--- config.mk ---
export PLATFORM = sky130hd
export DESIGN_NAME = serial_rx_tagged
export DESIGN_NICKNAME = d
export VERILOG_FILES = /design/src/rtl/rxt_pkg.sv /design/src/rtl/rxt_deser.sv /design/src/rtl/rxt_fifo.sv /design/src/rtl/rxt_idle_timer.sv /design/src/rtl/serial_rx_tagged.sv
export SDC_FILE = /design/constraint.sdc
export NUM_CORES = 1
export LEC_CHECK = 0
export BUFFER_PORTS_ARGS = -buffer_cell sky130_fd_sc_hd__buf_4
export CAP_MARGIN = 30
export CORE_MARGIN = 10
export CORE_UTILIZATION = 35
export DETAILED_ROUTE_END_ITERATION = 10
export GPL_ROUTABILITY_DRIVEN = 0
export PLACE_DENSITY_LB_ADDON = 0.25
export SLEW_MARGIN = 20
export SYNTH_ARGS = -nofsm -noshare
export SYNTH_HDL_FRONTEND = slang
export SYNTH_SLANG_ARGS = --single-unit
--- constraint.sdc ---
create_clock -name clk -period 3.6 [get_ports clk]
set_input_delay 0.36 -clock clk [delete_from_list [all_inputs] [get_ports clk]]
set_output_delay 0.36 -clock clk [all_outputs]
set_load 0.05 [all_outputs]
--- src/rtl/rxt_pkg.sv ---
package rxt_pkg;

    localparam int OVS_DEF       = 13;
    localparam int START_TAP_DEF = 6;
    localparam int CHAR_BITTIMES = 10;

    typedef struct packed {
        logic       ferr;
        logic       perr;
        logic [7:0] data;
    } rx_entry_t;

    typedef enum logic [2:0] {
        S_IDLE,
        S_START,
        S_DATA,
        S_PAR,
        S_STOP
    } rx_state_e;

    function automatic logic parity_bad(input logic [7:0] d,
                                        input logic       pbit,
                                        input logic       odd);
        return ((^d) ^ pbit) != odd;
    endfunction

endpackage

--- src/rtl/rxt_deser.sv ---
module rxt_deser
    import rxt_pkg::*;
#(
    parameter int OVS       = OVS_DEF,
    parameter int START_TAP = START_TAP_DEF
) (
    input  logic      clk,
    input  logic      rst,
    input  logic      tick,
    input  logic      rxd,
    input  logic      en,
    input  logic      char8,
    input  logic      par_en,
    input  logic      par_odd,
    output logic      busy,
    output logic      out_valid,
    output rx_entry_t out_entry
);
    localparam int CNTW = $clog2(OVS);

    rx_state_e       state;
    logic [CNTW-1:0] cnt;
    logic [2:0]      bitn;
    logic [7:0]      shreg;
    logic            pbit;
    logic            mid;
    logic [7:0]      dval;

    // mid is the centre sample of a data, parity or stop bit
    assign mid  = (cnt == CNTW'(OVS - 1));
    assign dval = char8 ? shreg : {1'b0, shreg[7:1]};
    assign busy = (state != S_IDLE);

    always_ff @(posedge clk) begin
        if (rst) begin
            state     <= S_IDLE;
            cnt       <= '0;
            bitn      <= '0;
            shreg     <= '0;
            pbit      <= 1'b0;
            out_valid <= 1'b0;
            out_entry <= '0;
        end else begin
            out_valid <= 1'b0;
            if (!en) begin
                state <= S_IDLE;
            end else if (tick) begin
                unique case (state)
                    S_IDLE: begin
                        if (!rxd) begin
                            state <= S_START;
                            cnt   <= '0;
                        end
                    end
                    S_START: begin
                        if (cnt == CNTW'(START_TAP - 1)) begin
                            cnt   <= '0;
                            bitn  <= '0;
                            state <= rxd ? S_IDLE : S_DATA;
                        end else begin
                            cnt <= cnt + 1'b1;
                        end
                    end
                    S_DATA: begin
                        if (mid) begin
                            cnt   <= '0;
                            shreg <= {rxd, shreg[7:1]};
                            bitn  <= bitn + 1'b1;
                            if (bitn == (char8 ? 3'd7 : 3'd6))
                                state <= par_en ? S_PAR : S_STOP;
                        end else begin
                            cnt <= cnt + 1'b1;
                        end
                    end
                    S_PAR: begin
                        if (mid) begin
                            cnt   <= '0;
                            pbit  <= rxd;
                            state <= S_STOP;
                        end else begin
                            cnt <= cnt + 1'b1;
                        end
                    end
                    S_STOP: begin
                        if (mid) begin
                            cnt            <= '0;
                            out_valid      <= 1'b1;
                            out_entry.data <= dval;
                            out_entry.perr <= par_en && parity_bad(dval, pbit, par_odd);
                            out_entry.ferr <= !rxd;
                            state          <= S_IDLE;
                        end else begin
                            cnt <= cnt + 1'b1;
                        end
                    end
                    default: state <= S_IDLE;
                endcase
            end
        end
    end

endmodule

--- src/rtl/rxt_fifo.sv ---
module rxt_fifo
    import rxt_pkg::*;
#(
    parameter int DEPTH = 16
) (
    input  logic                       clk,
    input  logic                       rst,
    input  logic                       push,
    input  rx_entry_t                  push_entry,
    input  logic                       pop,
    output rx_entry_t                  head,
    output logic [$clog2(DEPTH+1)-1:0] count,
    output logic                       full,
    output logic                       empty,
    output logic                       ovr
);
    localparam int AW = $clog2(DEPTH);
    localparam int CW = $clog2(DEPTH + 1);

    rx_entry_t       mem [DEPTH];
    logic [AW-1:0]   wptr;
    logic [AW-1:0]   rptr;
    logic            push_ok;
    logic            pop_ok;

    assign full    = (count == CW'(DEPTH));
    assign empty   = (count == '0);
    assign pop_ok  = pop && !empty;
    // a pop in the same cycle frees the slot the arrival needs
    assign push_ok = push && (!full || pop);
    assign head    = mem[rptr];

    always_ff @(posedge clk) begin
        if (rst) begin
            wptr  <= '0;
            rptr  <= '0;
            count <= '0;
            ovr   <= 1'b0;
        end else begin
            ovr <= push && !push_ok;
            if (push_ok) begin
                mem[wptr] <= push_entry;
                wptr      <= (wptr == AW'(DEPTH - 1)) ? '0 : wptr + 1'b1;
            end
            if (pop_ok)
                rptr <= (rptr == AW'(DEPTH - 1)) ? '0 : rptr + 1'b1;
            if (push_ok && !pop_ok)
                count <= count + 1'b1;
            else if (pop_ok && !push_ok)
                count <= count - 1'b1;
        end
    end

endmodule

--- src/rtl/rxt_idle_timer.sv ---
module rxt_idle_timer
    import rxt_pkg::*;
#(
    parameter int OVS  = OVS_DEF,
    parameter int TO_W = 8
) (
    input  logic            clk,
    input  logic            rst,
    input  logic            tick,
    input  logic            busy,
    input  logic            nonempty,
    input  logic [TO_W-1:0] thr,
    output logic            fire
);
    localparam int LIM = OVS * CHAR_BITTIMES;
    localparam int TW  = $clog2(LIM);

    logic [TW-1:0]   tcnt;
    logic [TO_W-1:0] chars;

    always_ff @(posedge clk) begin
        if (rst) begin
            tcnt  <= '0;
            chars <= '0;
            fire  <= 1'b0;
        end else begin
            fire <= 1'b0;
            if (busy || !nonempty || thr == '0) begin
                tcnt  <= '0;
                chars <= '0;
            end else if (tick && chars < thr) begin
                if (tcnt == TW'(LIM - 1)) begin
                    tcnt  <= '0;
                    chars <= chars + 1'b1;
                    if (chars == thr - 1'b1)
                        fire <= 1'b1;
                end else begin
                    tcnt <= tcnt + 1'b1;
                end
            end
        end
    end

endmodule

--- src/rtl/serial_rx_tagged.sv ---
module serial_rx_tagged
    import rxt_pkg::*;
#(
    parameter int DEPTH     = 16,
    parameter int AFULL     = 12,
    parameter int OVS       = OVS_DEF,
    parameter int START_TAP = START_TAP_DEF,
    parameter int TO_W      = 8,
    localparam int CW       = $clog2(DEPTH + 1)
) (
    input  logic            clk,
    input  logic            rst,
    input  logic            tick_i,
    input  logic            rxd_i,
    input  logic            rx_en_i,
    input  logic            char8_i,
    input  logic            par_en_i,
    input  logic            par_odd_i,
    input  logic [TO_W-1:0] to_chars_i,
    input  logic            pop_i,
    output logic [9:0]      rd_data_o,
    output logic [CW-1:0]   count_o,
    output logic            ev_data_o,
    output logic            ev_afull_o,
    output logic            ev_full_o,
    output logic            ev_overrun_o,
    output logic            ev_perr_o,
    output logic            ev_ferr_o,
    output logic            ev_timeout_o
);
    logic      rx_busy;
    logic      rx_valid;
    rx_entry_t rx_entry;
    rx_entry_t head;
    logic      q_full;
    logic      q_empty;

    rxt_deser #(.OVS(OVS), .START_TAP(START_TAP)) u_deser (
        .clk       (clk),
        .rst       (rst),
        .tick      (tick_i),
        .rxd       (rxd_i),
        .en        (rx_en_i),
        .char8     (char8_i),
        .par_en    (par_en_i),
        .par_odd   (par_odd_i),
        .busy      (rx_busy),
        .out_valid (rx_valid),
        .out_entry (rx_entry)
    );

    rxt_fifo #(.DEPTH(DEPTH)) u_fifo (
        .clk        (clk),
        .rst        (rst),
        .push       (rx_valid),
        .push_entry (rx_entry),
        .pop        (pop_i),
        .head       (head),
        .count      (count_o),
        .full       (q_full),
        .empty      (q_empty),
        .ovr        (ev_overrun_o)
    );

    rxt_idle_timer #(.OVS(OVS), .TO_W(TO_W)) u_timer (
        .clk      (clk),
        .rst      (rst),
        .tick     (tick_i),
        .busy     (rx_busy),
        .nonempty (!q_empty),
        .thr      (to_chars_i),
        .fire     (ev_timeout_o)
    );

    assign rd_data_o  = head;
    assign ev_data_o  = !q_empty;
    assign ev_full_o  = q_full;
    assign ev_afull_o = (count_o >= CW'(AFULL));
    assign ev_perr_o  = rx_valid && rx_entry.perr;
    assign ev_ferr_o  = rx_valid && rx_entry.ferr;

endmodule

==> flow_metrics.env <==
export IMPL_outcome="finished, final reports clean"
export IMPL_layout_drive_gt1_share_pct=20.19
export IMPL_ctsHoldBuffers=0
export IMPL_cts_tree="yes"
export IMPL_tightestPinTransition_ns=0.8975
export IMPL_die_h_um=187.1
export IMPL_ctsRootBufferMaster="clkbuf_16"
export IMPL_synthesis_area_um2=9778
export IMPL_rsz0062_at_grt="false"
export IMPL_ctsResizeCount=0
export IMPL_timing_rr_start="u_fifo.count[2]$_SDFFE_PP0P_"
export IMPL_io_pins=39
export IMPL_row_count=61
export IMPL_synthToLayoutAreaGrowth_pct=16.42
export IMPL_synth_edff_count=160
export IMPL_criticalPathCategory="flip-flop to flip-flop"
export IMPL_arrival_ns=3.59
export IMPL_synth_xor_area_share_pct=2.380
export IMPL_yosysSeqAreaShare_pct=62.44
export IMPL_routed_wl_um=22020
export IMPL_synth_avg_cell_area_um2=14.46
export IMPL_grt_total_usage_pct=12.40
export IMPL_yosys_warnings=0
export IMPL_cp_max_fo=6
export IMPL_tns_ns=0
export IMPL_final_cell_mix="160 x edfxtp_1, 64 x dfxtp_1, 55 x buf_4"
export IMPL_period_needed_ns=3.146
export IMPL_power_uw=6690
export IMPL_async_reset_ff_share_pct=0
export IMPL_clk_pin_slew_ns=0.06
export IMPL_min_from="to_chars_i[5]"
export IMPL_drv_cap=0
export IMPL_synthCells=676
export IMPL_ant_nets=0
export IMPL_power_leakage_uw=0.004019
export IMPL_cp_start_kind="flip-flop"
export IMPL_antenna_found_initial=0
export IMPL_ys_dominant_reg_cell="edfxtp_1"
export IMPL_grt_overflow=0
export IMPL_grt_pass1_vias=6045
export IMPL_yosys_area_share_simple_pct=9.712
export IMPL_drc_errors=0
export IMPL_end_kind="flip-flop"
export IMPL_initial_utilization_pct=35.29
export IMPL_grt_max_degree=46
export IMPL_cp_data_required_time_ns=4.05
export IMPL_dp_hpwl_um=14340
export IMPL_ys_seq_elements=225
export IMPL_die_area_um2=35020
export IMPL_coreArea_um2=27710
export IMPL_die_w_um=187.1
export IMPL_cellPowerDensity_nw_per_um2=587.7
export IMPL_grt_pass1_wl_um=34940
export IMPL_synth_fa_ha_area_share_pct=3.404
export IMPL_post_cts_setup_buffer_count=0
export IMPL_hold_viol_final=0
export IMPL_vias_per_cell=5.226
export IMPL_dr_pass1_iters=4
export IMPL_nets=774
export IMPL_drv_slew=0
export IMPL_synth_top_family_by_area="multiplexers"
export IMPL_ir_worst_vdd_v=0.0005490
export IMPL_route_vias_total=5884
export IMPL_muxShareOfSynthArea_pct=13.46
export IMPL_synth_compound_area_share_pct=6.513
export IMPL_portBuffers=38
export IMPL_h_tree_depth=1
export IMPL_cts_made_buffers=24
export IMPL_synthesis_nets=719
export IMPL_crit_start="u_fifo.count[2]$_SDFFE_PP0P_"
export IMPL_finalCritPeriodShare_pct=87.40
export IMPL_drt_iter0_drc=463
export IMPL_setup_viol=0
export IMPL_hold_path_class="primary input to flip-flop"
export IMPL_clk_latency_ns=0.52
export IMPL_final_common_cell="edfxtp_1"
export IMPL_max_freq_mhz=317.8
export IMPL_cts_buffer_depth=3
export IMPL_ys_types=61
export IMPL_wl_per_cell_um=19.55
export IMPL_clock_skew_ns=0.008136
export IMPL_max_slew_margin_pct=40.08
export IMPL_antenna_cells=0
export IMPL_cts_sinks=225
==> cell families (layout without fill, tap and decap cells) <==
group	after synthesis	count (layout)
AOI/OAI and AO/OA	103	103
xor gates and xnor gates	25	25
adders and majority gates	26	26
buffers and inverters	48	120
DFF	225	225
muxes	69	69
and+or+nand+nor	180	180
==> cell usage after synthesis, drive strengths merged, types with 9 or more instances <==
library cell	n	area, µm²
mux2i	19	190.2
a211oi	10	75.07
dfxtp	65	1301
buf	17	87.58
inv	20	75.07
edfxtp	160	4805
nor3	14	80.08
ha	25	312.8
o21ai	21	105.1
a21oi	40	200.2
nand2b	11	68.82
mux4	50	1126
clkbuf	11	41.29
nand2	28	105.1
or3	9	61.31
xnor2	16	140.1
nor2	52	195.2
nand3	20	100.1
==> stage by stage <==
stage	hold WS (ns)	cells	util [%]	cell area (µm²)	setup WS, ns
floorplan	0.4566	676	-	9778	0.3930
global placement	0.4777	1083	38.17	10580	0.6912
detailed placement	0.4799	1083	38.17	10580	0.5183
CTS	0.06963	1126	41.09	11380	0.4816
global route	0.08001	1126	41.09	11380	0.1265
finish	0.08671	1126	41.09	11380	0.4535
==> metal layers <==
layer	share of wire [%]	track usage [%]
met1	47	17.45
met2	46	19.11
met3	5.4	2.461
met4	2.3	3.257
met5	0	0
==> cell type report <==
class,instances,area (µm²)
Inverter,20,75.07
Tap cell,378,473.0
Clock inverter,17,198.9
Multi-Input combinational cell,403,3468
Sequential cell,225,6107
Fill cell,2536,16320
Clock buffer,26,608.1
Timing Repair Buffer,57,452.9
==> state kept, by name, indices dropped and copies added (netlist names), named ones only <==
register and count:
u_fifo.rptr 4, u_deser.shreg 8, u_fifo.count 5, u_fifo.ovr 1, u_timer.chars 8, u_fifo.wptr 4, u_deser.state 3, u_deser.bitn 3
u_deser.cnt 4, u_deser.out_valid 1, u_deser.out_entry 10, u_deser.pbit 1, u_fifo.mem 160, u_timer.tcnt 8, u_timer.fire 1
==> path summary, 6_finish.rpt <==
check                                                     to  cells after the start  slack [ns]
worst min register to register   u_deser.cnt[1]$_SDFFE_PP0P_                      2        0.49
worst max-delay path            u_fifo.count[4]$_SDFFE_PP0P_                     11        0.45
worst max register to register  u_fifo.count[4]$_SDFFE_PP0P_                     11        0.45
worst min-delay path                 u_timer.fire$_SDFF_PP0_                      2        0.09
==> power breakdown <==
group | total, µW | internal [µW] | leakage (µW) | switching (µW)
combinational | 1260 | 536 | 0.00137 | 726
sequential | 2910 | 2790 | 0.00226 | 116
clock | 2520 | 1510 | 0.000391 | 1010
==> worst max-delay path: stages (launching register included) <==
cell	delay (ns)
dfxtp_1	0.36
nor4_1	0.55
nand3b_1	0.30
and2_1	0.30
ha_1	0.22
inv_1	0.15
ha_1	0.30
a21o_1	0.18
a21oi_1	0.18
xnor2_1	0.10
or3_1	0.31
a21oi_1	0.14
No activity file was read; power rests on OpenSTA's default activity.
